File: src/rtl/adc_frame_pkg.sv
package adc_frame_pkg;

   // one clock's worth of decoded pin activity
   typedef struct packed {
      logic cs_fall;
      logic cs_rise;
      logic cs_act;
      logic sclk_fall;
      logic sdi;
   } frm_evt_t;

   // pin order inside the synchroniser bus
   localparam int PIN_CS   = 2;
   localparam int PIN_SCLK = 1;
   localparam int PIN_SDI  = 0;

endpackage

File: src/rtl/adc_frame_sync.sv
module adc_frame_sync #(
   parameter int          W       = 3,
   parameter int          STAGES  = 2,
   parameter logic [W-1:0] RST_VAL = '0
) (
   input  logic         clk,
   input  logic         rst_n,
   input  logic [W-1:0] din,
   output logic [W-1:0] lvl
);

   if (STAGES < 2) begin : g_bad_stages
      $error("adc_frame_sync: STAGES must be at least 2");
   end

   for (genvar g = 0; g < W; g++) begin : g_bit
      logic [STAGES-1:0] chain;
      always_ff @(posedge clk or negedge rst_n) begin
         if (!rst_n) chain <= {STAGES{RST_VAL[g]}};
         else        chain <= {chain[STAGES-2:0], din[g]};
      end
      assign lvl[g] = chain[STAGES-1];
   end

endmodule

File: src/rtl/adc_frame_conv.sv
module adc_frame_conv #(
   parameter int DATA_W      = 14,
   parameter int CONV_CYCLES = 64
) (
   input  logic              clk,
   input  logic              rst_n,
   input  logic              start,
   input  logic [DATA_W-1:0] result_in,
   output logic              busy,
   output logic [DATA_W-1:0] result_q
);

   localparam int TMR_W = (CONV_CYCLES > 1) ? $clog2(CONV_CYCLES) : 1;

   if (CONV_CYCLES < 1) begin : g_bad_conv
      $error("adc_frame_conv: CONV_CYCLES must be positive");
   end

   logic [TMR_W-1:0] remain;

   always_ff @(posedge clk or negedge rst_n) begin
      if (!rst_n) begin
         busy     <= 1'b0;
         remain   <= '0;
         result_q <= '0;
      end else if (start) begin
         busy   <= 1'b1;
         remain <= TMR_W'(CONV_CYCLES - 1);
      end else if (busy) begin
         if (remain == '0) begin
            busy     <= 1'b0;
            result_q <= result_in;
         end else begin
            remain <= remain - 1'b1;
         end
      end
   end

endmodule

File: src/rtl/adc_frame_serdes.sv
module adc_frame_serdes
   import adc_frame_pkg::*;
#(
   parameter int CFG_W  = 16,
   parameter int DATA_W = 14,
   parameter int CHAN_W = 3,
   localparam int FRAME_LEN = CFG_W + DATA_W,
   localparam int CNT_W     = $clog2(FRAME_LEN + 1)
) (
   input  logic              clk,
   input  logic              rst_n,
   input  frm_evt_t          evt,
   input  logic              busy,
   input  logic [DATA_W-1:0] result_q,
   output logic              sdo,
   output logic              sdo_oe,
   output logic              late_err,
   output logic [CHAN_W-1:0] cfg_chan,
   output logic              cfg_full,
   output logic [CNT_W-1:0]  edge_cnt
);

   localparam logic [CNT_W-1:0] CNT_CFG = CNT_W'(CFG_W);
   localparam logic [CNT_W-1:0] CNT_END = CNT_W'(FRAME_LEN);

   logic [CNT_W-1:0]  cnt_nx;
   logic [DATA_W-1:0] dsh;

   assign cnt_nx   = (edge_cnt == CNT_END) ? edge_cnt : edge_cnt + 1'b1;
   assign cfg_full = (edge_cnt >= CNT_CFG);

   always_ff @(posedge clk or negedge rst_n) begin
      if (!rst_n) begin
         sdo      <= 1'b0;
         sdo_oe   <= 1'b0;
         late_err <= 1'b0;
         edge_cnt <= '0;
         cfg_chan <= '0;
         dsh      <= '0;
      end else if (evt.cs_fall) begin
         sdo_oe   <= 1'b1;
         sdo      <= 1'b0;
         late_err <= 1'b0;
         edge_cnt <= '0;
      end else if (evt.cs_rise) begin
         sdo_oe <= 1'b0;
         sdo    <= 1'b0;
      end else if (evt.cs_act && evt.sclk_fall) begin
         edge_cnt <= cnt_nx;
         if (cnt_nx <= CNT_CFG)
            cfg_chan <= CHAN_W'({cfg_chan, evt.sdi});
         if (cnt_nx == CNT_CFG) begin
            late_err <= busy;
            sdo      <= result_q[DATA_W-1];
            dsh      <= DATA_W'({result_q, 1'b0});
         end else if (cnt_nx > CNT_CFG && cnt_nx < CNT_END) begin
            sdo <= dsh[DATA_W-1];
            dsh <= DATA_W'({dsh, 1'b0});
         end else if (cnt_nx > CNT_CFG) begin
            sdo <= 1'b0;
         end
      end
   end

endmodule

File: src/rtl/adc_frame_if.sv
module adc_frame_if
   import adc_frame_pkg::*;
#(
   parameter int CFG_W       = 16,
   parameter int DATA_W      = 14,
   parameter int CHAN_W      = 3,
   parameter int SYNC_STAGES = 2,
   parameter int CONV_CYCLES = 64,
   localparam int CNT_W      = $clog2(CFG_W + DATA_W + 1)
) (
   input  logic              clk,
   input  logic              rst_n,
   input  logic              cs_n,
   input  logic              sclk,
   input  logic              sdi,
   input  logic [DATA_W-1:0] result_in,
   output logic              sdo,
   output logic              sdo_oe,
   output logic [CHAN_W-1:0] conv_chan,
   output logic              late_err
);

   if (CHAN_W < 1 || CHAN_W > CFG_W) begin : g_bad_chan
      $error("adc_frame_if: CHAN_W must lie in 1..CFG_W");
   end
   if (DATA_W < 2 || CFG_W < 2) begin : g_bad_width
      $error("adc_frame_if: CFG_W and DATA_W must be at least 2");
   end

   logic [2:0]        pins_s;
   logic              cs_d, sclk_d;
   logic              cs_fall, cs_rise;
   frm_evt_t          evt;
   logic              busy;
   logic [DATA_W-1:0] result_q;
   logic [CHAN_W-1:0] cfg_chan, chan_q;
   logic              cfg_full;
   logic [CNT_W-1:0]  edge_cnt;

   adc_frame_sync #(.W(3), .STAGES(SYNC_STAGES), .RST_VAL(3'b110)) u_sync (
      .clk(clk), .rst_n(rst_n), .din({cs_n, sclk, sdi}), .lvl(pins_s)
   );

   always_ff @(posedge clk or negedge rst_n) begin
      if (!rst_n) begin
         cs_d   <= 1'b1;
         sclk_d <= 1'b1;
      end else begin
         cs_d   <= pins_s[PIN_CS];
         sclk_d <= pins_s[PIN_SCLK];
      end
   end

   assign cs_fall = cs_d & ~pins_s[PIN_CS];
   assign cs_rise = ~cs_d & pins_s[PIN_CS];
   assign evt = '{cs_fall:   cs_fall,
                  cs_rise:   cs_rise,
                  cs_act:    ~pins_s[PIN_CS],
                  sclk_fall: sclk_d & ~pins_s[PIN_SCLK],
                  sdi:       pins_s[PIN_SDI]};

   adc_frame_conv #(.DATA_W(DATA_W), .CONV_CYCLES(CONV_CYCLES)) u_conv (
      .clk(clk), .rst_n(rst_n), .start(cs_fall), .result_in(result_in),
      .busy(busy), .result_q(result_q)
   );

   adc_frame_serdes #(.CFG_W(CFG_W), .DATA_W(DATA_W), .CHAN_W(CHAN_W)) u_serdes (
      .clk(clk), .rst_n(rst_n), .evt(evt), .busy(busy), .result_q(result_q),
      .sdo(sdo), .sdo_oe(sdo_oe), .late_err(late_err), .cfg_chan(cfg_chan),
      .cfg_full(cfg_full), .edge_cnt(edge_cnt)
   );

   always_ff @(posedge clk or negedge rst_n) begin
      if (!rst_n) begin
         chan_q    <= '0;
         conv_chan <= '0;
      end else begin
         if (cs_rise && cfg_full) chan_q <= cfg_chan;
         if (cs_fall) conv_chan <= chan_q;
      end
   end

endmodule

File: config.mk
export PLATFORM = sky130hd
export DESIGN_NAME = adc_frame_if
export DESIGN_NICKNAME = d
export VERILOG_FILES = /design/src/rtl/adc_frame_pkg.sv /design/src/rtl/adc_frame_sync.sv /design/src/rtl/adc_frame_conv.sv /design/src/rtl/adc_frame_serdes.sv /design/src/rtl/adc_frame_if.sv
export SDC_FILE = /design/constraint.sdc
export NUM_CORES = 1
export LEC_CHECK = 0
export BUFFER_PORTS_ARGS = -buffer_cell sky130_fd_sc_hd__buf_2
export CORE_MARGIN = 10
export CORE_UTILIZATION = 55
export DETAILED_ROUTE_END_ITERATION = 12
export HOLD_SLACK_MARGIN = 0.15
export PLACE_DENSITY = 0.72
export SYNTH_ARGS = -nofsm -noshare
export SYNTH_HDL_FRONTEND = slang
export SYNTH_SLANG_ARGS = --single-unit
export TNS_END_PERCENT = 20
File: constraint.sdc
create_clock -name clk -period 3.6 [get_ports clk]
set_input_delay 0.36 -clock clk [delete_from_list [all_inputs] [get_ports clk]]
set_output_delay 0.36 -clock clk [all_outputs]
set_load 0.02 [all_outputs]
==> results.py, run 1 <==
metrics = {
    "placement": {
        "dp_hpwl_um": 3130,
        "port_buffers": 24,
        "gp_congestion": 0.846,
        "preCtsSetupSlack_ps": 969,
    },
    "outcome": {
        "status": "finished clean",
    },
    "timing": {
        "setup_tns_ps": 0,
        "max_slew_margin": 0.491,
        "fmax_mhz": 378,
        "drv_slew": 0,
        "period_share": 0.735,
        "tightest_slew_ps": 764,
        "finalWorstSetupSlack_ps": 955,
        "fin_skew_ps": 7.24,
        "layout_min_cycle_time_ps": 2650,
        "setup-violations-final": 0,
        "final-hold-violation-count": 0,
        "rsz0062_at_grt": "no",
    },
    "yosys": {
        "netlist_top_cells_area": "dfrtp_1, mux2_2, mux2i_1, dfstp_2, a21oi_2",
        "synth_most_common_cell": "dfrtp_1",
        "synth_commonest_cells": "dfrtp_1, mux2_2, nor2_1",
        "avgSynthCellArea_um2": 12.3,
        "synth.distinct_cells": 40,
        "ys_seq_area_frac": 0.553,
        "async_reset_ff_frac": 1.00,
        "yosys.area.top_type": "dfrtp_1",
        "yosys_most_used_dff": "dfrtp_1",
        "synth_warnings": 0,
        "synth_seq_cells": 59,
        "synthCells": 218,
        "synthesis.nets": 242,
        "syn_area_um2": 2680,
        "synth-edff-count": 0,
        "synth_top_area_share": 0.495,
    },
    "worst_hold_path": {
        "min_path_type": "primary input to flip-flop",
        "holdPathEnd": "u_conv.result_q[7]",
        "min_path_cells": 2,
        "hold_start": "result_in[7]",
    },
    "floorplanning": {
        "placementRows": 25,
        "start_util": 0.568,
        "die_y_um": 89.8,
        "dieArea_um2": 8070,
        "die_w_um": 89.8,
        "ioPinCount": 25,
        "core_area_um2": 4720,
    },
    "setup_path": {
        "cp.required_ps": 3810,
        "r2r_start": "u_sync.g_bit[2].chain[1]",
        "path_max_fanout": 14,
        "endpoint_kind": "flip-flop",
        "crit_path_start_kind": "flip-flop",
        "cp.arrival_ps": 2860,
        "slowest_stage": "or4_1",
        "rrSetupSlack_ps": 950,
        "crit_chain": "inv_1, ha_1, or4_1, nor2_1, nand2_1, mux2_2",
        "ff2ff_path_depth": 6,
        "rr_endpoint": "u_conv.result_q[3]",
        "slowest_delay_ps": 590,
        "crit_type": "flip-flop to flip-flop",
    },
    "grt": {
        "grt_max_degree": 37,
        "grt_pass1_wl_um": 8380,
        "overflow": 0,
        "grt_pass1_vias": 1796,
        "grt_usage": 0.126,
        "antenna_found_initial": 0,
    },
    "routing": {
        "drtIter0Drc": 90,
        "wl_per_cell_um": 14.2,
        "vias": 1686,
        "routed_via_density": 5.22,
        "postRouteAntennaNets": 0,
        "dr.pass1.iters": 4,
        "route.detailed.drc": 0,
        "postRouteWirelength_um": 4580,
    },
    "cts": {
        "clockRootBuffer": "clkbuf_8",
        "path_clk_slew_ps": 70,
        "numClockSinks": 59,
        "post_cts_buffers": 0,
        "cts_tree": "built",
        "cts_buffers": 9,
        "max-clock-path-buffers": 2,
        "insertion_delay_ps": 330,
        "h-tree-depth": 3,
    },
    "flow_run": {
        "maxCapViolations": 0,
    },
    "final_layout": {
        "drive_above_1_share": 0.324,
        "nets": 275,
        "post-route-util": 0.655,
        "diodes": 0,
        "syn_to_final_growth_pct": 15.4,
    },
    "power_and_ir_drop": {
        "peakVddDrop_uv": 281,
        "leakage_nw": 1.36,
        "pwr_density_cell_nw_per_um2": 479,
    },
}
-- where the power goes --
part | switching (mW) | internal (mW) | total (mW)
sequential | 0.0389 | 0.716 | 0.754
clock | 0.241 | 0.357 | 0.598
combinational | 0.0654 | 0.0647 | 0.130
total | 0.345 | 1.14 | 1.48
-- registers in the layout, summed over array words and instances, names as in the netlist, 3 cells and up --
signal,cells
u_serdes.edge_cnt,5
conv_chan,3
u_conv.remain,6
u_sync.g_bit.chain,6
chan_q,3
u_conv.result_q,14
u_serdes.dsh,13
u_serdes.cfg_chan,3
-- how the worst max path moves through the flow --
stage                                endpoint                startpoint  slack, ps
after floorplan           u_conv.result_q[10]  u_sync.g_bit[2].chain[1]       1420
after global placement     u_conv.result_q[0]  u_sync.g_bit[2].chain[1]       1030
after detailed placement   u_conv.result_q[3]  u_sync.g_bit[2].chain[1]        970
after CTS                  u_conv.result_q[3]  u_sync.g_bit[2].chain[1]        910
after global routing       u_conv.result_q[3]  u_sync.g_bit[2].chain[1]        780
final                      u_conv.result_q[3]  u_sync.g_bit[2].chain[1]        950
-- layer usage --
layer / wire length (um) / up-vias / track usage / part of all wire
met5: 0 / - / 0 / 0
met4: 89 / 0 / 0.0647 / 0.019
met3: 218 / 10 / 0.0432 / 0.048
met2: 2180 / 31 / 0.199 / 0.48
met1: 2090 / 813 / 0.148 / 0.46
li1: - / 832 / - / -
-- critical path: cells and delay by family, from the launching register on --
family / cells / cell delay (ps)
adder cells (fa/ha/maj): 1 / 340
buffers and inverters: 1 / 50
flip-flops: 1 / 560
multiplexers: 1 / 430
AND/OR/NAND/NOR: 3 / 1140
-- layout by cell type (no fill, tap or decap), types with 4 or more instances in the layout --
cell and n:
mux2i_1 16, clkbuf_8 11, a21oi_1 5, nand2_1 8
a21oi_2 9, o21ai_0 7, dlygate4sd3_1 4, nand2b_1 6
nand3_1 6, dfrtp_1 53, inv_1 11, mux2_2 24
dfstp_2 6, buf_2 24, ha_1 5, nor2_1 21
-- stage by stage --
stage	hold slack, ps	total power, mW	area, um^2	std cells
after floorplan	64.4	0.848	2680	218
after global placement	333	0.890	2860	303
after detailed placement	336	0.894	2860	303
after CTS	239	1.50	3100	323
after global routing	247	1.55	3100	323
final	254	1.48	3100	323
-- kinds of logic (layout without fill, tap and decap cells) --
| group | after synthesis | count (layout) | synth area share |
|---|---|---|---|
| buf+inv | 20 | 58 | 0.0383 |
| fa+ha+maj | 5 | 5 | 0.0233 |
| simple gates | 52 | 52 | 0.0929 |
| compound gates | 38 | 38 | 0.119 |
| mux | 40 | 40 | 0.161 |
| xor+xnor | 4 | 4 | 0.0131 |
| flops | 59 | 59 | 0.553 |
-- layout make-up --
cell class / count / area [um^2]
multi-input combinational: 139 / 1110
timing repair buffer: 31 / 183
inverter: 11 / 41.3
tap: 67 / 83.8
fill: 350 / 1630
sequential: 59 / 1480
clock buffer: 14 / 163
clock inverter: 2 / 35.0
-- repair_timing --
item,in CTS,in global routing
hold buffers,4,0
endpoints found under the hold margin,32,0
gates resized for setup,0,0
(Power assumes the default switching activity.)
==> inputs of run 2 (changes only) <==
--- a/config.mk
+++ b/config.mk
@@ -7,7 +7,7 @@
 export LEC_CHECK = 0
 export BUFFER_PORTS_ARGS = -buffer_cell sky130_fd_sc_hd__buf_2
 export CORE_MARGIN = 10
-export CORE_UTILIZATION = 55
+export CORE_UTILIZATION = 53
 export DETAILED_ROUTE_END_ITERATION = 12
 export HOLD_SLACK_MARGIN = 0.15
 export PLACE_DENSITY = 0.72
==> constraint.sdc (replaced) <==
create_clock -name clk -period 2.3 [get_ports clk]
set_input_delay 0.23 -clock clk [delete_from_list [all_inputs] [get_ports clk]]
set_output_delay 0.23 -clock clk [all_outputs]
set_load 0.02 [all_outputs]
==> run 2 against run 1 <==
Effect of this change: flip-flop and latch count unchanged; global-route usage is 0.75 points higher; clock power is 89% higher; final area rose by 8.8%; power is 72% higher; clock skew decreased by 1.3 ps; sequential power increased by 56%; non-clock buffer count up 20; register-to-register slack got worse by 830 ps; worst setup slack worse by 830 ps; via count up 5.2%; maximum frequency is 22% higher; largest cell class unchanged; largest power group unchanged.
==> results.py, run 2 (synthesis results as in run 1) <==
metrics = {
    "outcome": {
        "status": "finished clean",
    },
    "grt": {
        "overflow": 0,
        "grt_pass1_wl_um": 8890,
        "grt_usage": 0.133,
        "grt_pass1_vias": 1884,
        "grt_max_degree": 35,
        "antenna_found_initial": 0,
    },
    "setup_path": {
        "crit_type": "flip-flop to flip-flop",
        "startpoint": "u_sync.g_bit[2].chain[1]",
        "endpoint_kind": "flip-flop",
        "ff2ff_path_depth": 7,
        "cp-endpoint": "u_conv.result_q[1]",
        "crit_path_start_kind": "flip-flop",
        "rrSetupSlack_ps": 130,
        "cp.required_ps": 2510,
        "cp.arrival_ps": 2380,
        "r2r_start": "u_sync.g_bit[2].chain[1]",
        "path_max_fanout": 14,
        "rr_endpoint": "u_conv.result_q[1]",
    },
    "worst_hold_path": {
        "min_path_type": "flip-flop to flip-flop",
    },
    "cts": {
        "numClockSinks": 59,
        "max-clock-path-buffers": 2,
        "cts_buffers": 9,
        "path_clk_slew_ps": 60,
        "insertion_delay_ps": 330,
        "clockRootBuffer": "clkbuf_8",
        "cts_tree": "built",
        "h-tree-depth": 3,
    },
    "floorplanning": {
        "die_w_um": 91.1,
        "placementRows": 25,
        "start_util": 0.557,
        "core_area_um2": 4820,
        "die_y_um": 91.1,
        "ioPinCount": 25,
        "dieArea_um2": 8300,
    },
    "timing": {
        "tightest_slew_ps": 761,
        "drv_slew": 0,
        "setup_tns_ps": 0,
        "rsz0062_at_grt": "no",
        "whs_ps": 355,
        "layout_min_cycle_time_ps": 2170,
        "max_slew_margin": 0.493,
        "final-hold-violation-count": 0,
        "fmax_mhz": 460,
        "period_share": 0.944,
        "fin_skew_ps": 5.95,
        "setup-violations-final": 0,
    },
    "power_and_ir_drop": {
        "power_mw": 2.55,
        "pwr_density_cell_nw_per_um2": 757,
        "peakVddDrop_uv": 566,
        "leakage_nw": 1.47,
    },
    "final_layout": {
        "drive_above_1_share": 0.333,
        "layout_commonest_cell": "dfrtp_1",
        "diodes": 0,
        "mostFrequentLayoutCells": "dfrtp_1, mux2_2, buf_2",
        "syn_to_final_growth_pct": 25.6,
        "largest_registers": "u_conv.result_q x14, u_serdes.dsh x13",
        "nets": 295,
        "largest-register": "u_conv.result_q",
        "largest_register_ffs": 14,
    },
    "routing": {
        "routed_via_density": 5.17,
        "route.detailed.drc": 0,
        "postRouteWirelength_um": 4950,
        "postRouteAntennaNets": 0,
        "dr.pass1.iters": 4,
        "vias": 1773,
        "drtIter0Drc": 24,
        "wl_per_cell_um": 14.4,
    },
    "placement": {
        "gp_congestion": 0.795,
        "port_buffers": 24,
        "dp_hpwl_um": 3360,
    },
    "flow_run": {
        "maxCapViolations": 0,
    },
}
run 2: changes by cell type in the layout (fill, tap and decap cells not counted), sizes merged:
cell / change
buf: +6
bufinv: +2
clkbuf: -2
clkinv: -1
clkinvlp: +1
dlygate4sd3: +14
run 2: final cells by class:
cell class | instances | area, um^2
multi-input combinational | 139 | 1110
timing repair buffer | 51 | 405
sequential | 59 | 1490
clock buffer | 12 | 145
tap | 67 | 83.8
fill | 373 | 1450
inverter | 11 | 41.3
clock inverter | 4 | 97.6
run 2: worst min path at each step:
stage | start | end | slack [ps] | cells past startpoint
floorplan | rst_n | chan_q[0] | -70 | 0
global placement | cs_n | u_sync.g_bit[2].chain[0] | 340 | 1
detailed placement | rst_n | u_conv.remain[0] | 340 | 1
CTS | u_sync.g_bit[2].chain[0] | u_sync.g_bit[2].chain[1] | 360 | 0
global route | u_sync.g_bit[1].chain[0] | u_sync.g_bit[1].chain[1] | 360 | 0
finish | u_sync.g_bit[2].chain[0] | u_sync.g_bit[2].chain[1] | 350 | 0
run 2: per-stage QoR:
| stage | cell area, um^2 | util | setup slack [ps] | std cells |
|---|---|---|---|---|
| 2_1_floorplan | 2680 | - | 125 | 218 |
| 3_3_place_gp | 2940 | 0.610 | 155 | 309 |
| 3_5_place_dp | 2940 | 0.610 | 131 | 309 |
| 4_1_cts | 3360 | 0.698 | 111 | 343 |
| 5_1_grt | 3370 | 0.699 | 2.86 | 343 |
| 6_report | 3370 | 0.699 | 128 | 343 |
run 2: metal layers:
metal  part of all wire  vias to the layer above  global-route usage
met3              0.041                        9              0.0453
met1               0.45                      857               0.153
met5                  0                        -                   0
met4              0.020                        0              0.0744
li1                   -                      879                   -
met2               0.48                       28               0.213
run 2: critical path, cell delays in order, from the launching register on:
cell and delay, ps:
dfstp_2 560, inv_1 50, ha_1 210, or4_1 540, nor2_1 140, nand2_1 70, buf_4 190, mux2_2 290
run 2: report_power, final:
part           switching [mW]  internal [mW]  leakage, nW
registers              0.0568           1.12        0.727
clock network           0.377          0.750        0.117
logic                   0.118          0.126        0.622
total                   0.552           2.00         1.47
run 2: repair_timing:
item,CTS,global route
endpoints found under the setup margin,0,5
endpoints found under the hold margin,50,0
resized for setup,0,2
buffers inserted,0,0
hold buffers,18,0
==> inputs of run 3 (changes only) <==
--- a/config.mk
+++ b/config.mk
@@ -5,12 +5,13 @@
 export SDC_FILE = /design/constraint.sdc
 export NUM_CORES = 1
 export LEC_CHECK = 0
-export BUFFER_PORTS_ARGS = -buffer_cell sky130_fd_sc_hd__buf_2
+export BUFFER_PORTS_ARGS = -buffer_cell sky130_fd_sc_hd__clkbuf_2
 export CORE_MARGIN = 10
-export CORE_UTILIZATION = 53
+export CORE_UTILIZATION = 55
+export CTS_BUF_LIST = sky130_fd_sc_hd__clkbuf_4 sky130_fd_sc_hd__clkbuf_8
 export DETAILED_ROUTE_END_ITERATION = 12
 export HOLD_SLACK_MARGIN = 0.15
-export PLACE_DENSITY = 0.72
+export PLACE_DENSITY = 0.75
 export SYNTH_ARGS = -nofsm -noshare
 export SYNTH_HDL_FRONTEND = slang
 export SYNTH_SLANG_ARGS = --single-unit
==> run 3 against run 2 <==
Effect of this change: critical path depth did not move; combinational power increased by 2%; global-route usage about the same; maximum frequency is essentially flat; via count rose by 0.28%; non-clock buffer count increased by 2; count of clock-buffer cells in the layout grew 1; register-to-register slack about the same; die area is 2.8% lower; core utilization increased by 0.65 points; routed wire length increased by 3.2%; worst setup slack worse by 1.3 ps.
==> results.py, run 3 (synthesis results as in run 1) <==
metrics = {
    "setup_path": {
        "cp.arrival_ps": 2390,
        "crit_chain": "inv_1, ha_1, or4_1, nor2_2, nand2_1, buf_4, mux2_2",
        "ff2ff_path_depth": 7,
        "r2r_start": "u_sync.g_bit[2].chain[1]",
        "rrSetupSlack_ps": 130,
        "cp.required_ps": 2510,
        "startpoint": "u_sync.g_bit[2].chain[1]",
        "slowest_delay_ps": 580,
        "crit_type": "flip-flop to flip-flop",
        "path_max_fanout": 14,
        "crit_path_start_kind": "flip-flop",
        "cp-endpoint": "u_conv.result_q[11]",
        "rr_endpoint": "u_conv.result_q[11]",
        "slowest_stage": "or4_1",
        "endpoint_kind": "flip-flop",
    },
    "power_and_ir_drop": {
        "power_mw": 2.37,
        "leakage_nw": 1.47,
        "peakVddDrop_uv": 381,
        "pwr_density_cell_nw_per_um2": 711,
    },
    "floorplanning": {
        "start_util": 0.568,
        "die_w_um": 89.8,
        "dieArea_um2": 8070,
        "placementRows": 25,
        "ioPinCount": 25,
        "core_area_um2": 4720,
        "die_y_um": 89.8,
    },
    "grt": {
        "grt_usage": 0.133,
        "grt_pass1_vias": 1918,
        "overflow": 0,
        "grt_max_degree": 27,
        "antenna_found_initial": 0,
        "grt_pass1_wl_um": 8900,
    },
    "flow_run": {
        "maxCapViolations": 0,
    },
    "routing": {
        "postRouteAntennaNets": 0,
        "vias": 1778,
        "postRouteWirelength_um": 5110,
        "dr.pass1.iters": 5,
        "route.detailed.drc": 0,
        "drtIter0Drc": 36,
        "wl_per_cell_um": 14.8,
        "routed_via_density": 5.15,
    },
    "placement": {
        "gp_congestion": 0.758,
        "preCtsSetupSlack_ps": 106,
        "dp_hpwl_um": 3470,
        "port_buffers": 24,
        "dpl_cell_area_um2": 2940,
    },
    "final_layout": {
        "layout_commonest_cell": "dfrtp_1",
        "mostFrequentLayoutCells": "dfrtp_1, mux2_2, clkbuf_2",
        "drive_above_1_share": 0.345,
        "post-route-util": 0.705,
        "syn_to_final_growth_pct": 24.3,
        "diodes": 0,
        "largest-register": "u_conv.result_q",
        "final_area_um2": 3330,
        "largest_register_ffs": 14,
        "nets": 297,
        "largest_registers": "u_conv.result_q x14, u_serdes.dsh x13",
    },
    "timing": {
        "drv_slew": 0,
        "tightest_slew_ps": 532,
        "final-hold-violation-count": 0,
        "setup-violations-final": 0,
        "max_slew_margin": 0.645,
        "setup_tns_ps": 0,
        "finalWorstSetupSlack_ps": 126,
        "fin_skew_ps": 8.23,
        "period_share": 0.945,
        "rsz0062_at_grt": "no",
        "fmax_mhz": 460,
        "layout_min_cycle_time_ps": 2170,
    },
    "cts": {
        "cts_tree": "built",
        "post_cts_buffers": 0,
        "max-clock-path-buffers": 2,
        "path_clk_slew_ps": 60,
        "h-tree-depth": 3,
        "numClockSinks": 59,
        "insertion_delay_ps": 330,
        "clockRootBuffer": "clkbuf_8",
        "cts_buffers": 9,
    },
    "outcome": {
        "status": "finished clean",
    },
    "worst_hold_path": {
        "hold_start": "u_sync.g_bit[0].chain[0]",
        "min_path_type": "flip-flop to flip-flop",
    },
}
==> run 3: critical path: cells and delay by family, from the launching register on <==
family | cells | cell delay [ps]
and+or+nand+nor | 3 | 760
adders and majority gates | 1 | 200
buffers and inverters | 2 | 250
muxes | 1 | 280
DFF | 1 | 560
==> run 3: per-stage QoR <==
| step | hold WS, ps | cells |
|---|---|---|
| 2_1_floorplan | -65.6 | 218 |
| 3_3_place_gp | 198 | 311 |
| 3_5_place_dp | 216 | 311 |
| 4_1_cts | 352 | 345 |
| 5_1_grt | 357 | 345 |
| 6_report | 350 | 345 |
==> run 3: area by class of cell <==
cell class                      count  area (um^2)
Clock inverter                      3         40.0
Multi-Input combinational cell    139         1110
Sequential cell                    59         1480
Timing Repair Buffer               53          408
Tap cell                           67         83.8
Inverter                           11         41.3
Fill cell                         348         1390
Clock buffer                       13          160
==> run 3: where the power goes <==
part / leakage, nW / switching (mW) / internal (mW)
Combinational: 0.631 / 0.126 / 0.124
Sequential: 0.729 / 0.0534 / 1.12
Clock: 0.108 / 0.383 / 0.563
==> run 3: how the worst min path moves through the flow <==
stage                               endpoint  slack (ps)  cells past startpoint
floorplan                          chan_q[0]         -70                      0
detailed placement           u_serdes.dsh[9]         220                      1
finish              u_sync.g_bit[0].chain[1]         350                      0
global route        u_sync.g_bit[0].chain[1]         360                      0
global placement             u_serdes.dsh[9]         200                      1
CTS                 u_sync.g_bit[0].chain[1]         350                      0
==> run 3: repair_timing <==
| item | CTS | global route |
|---|---|---|
| setup endpoints to repair | 0 | 1 |
| endpoints found under the hold margin | 33 | 0 |
| gates resized for setup | 0 | 2 |
| hold buffers | 18 | 0 |
==> run 3: routing by layer <==
layer	up-vias	share of wire	global-route usage
met5	-	0	0
met4	0	0.018	0.0647
met3	10	0.033	0.0391
met2	26	0.51	0.226
met1	866	0.44	0.149
li1	876	-	-
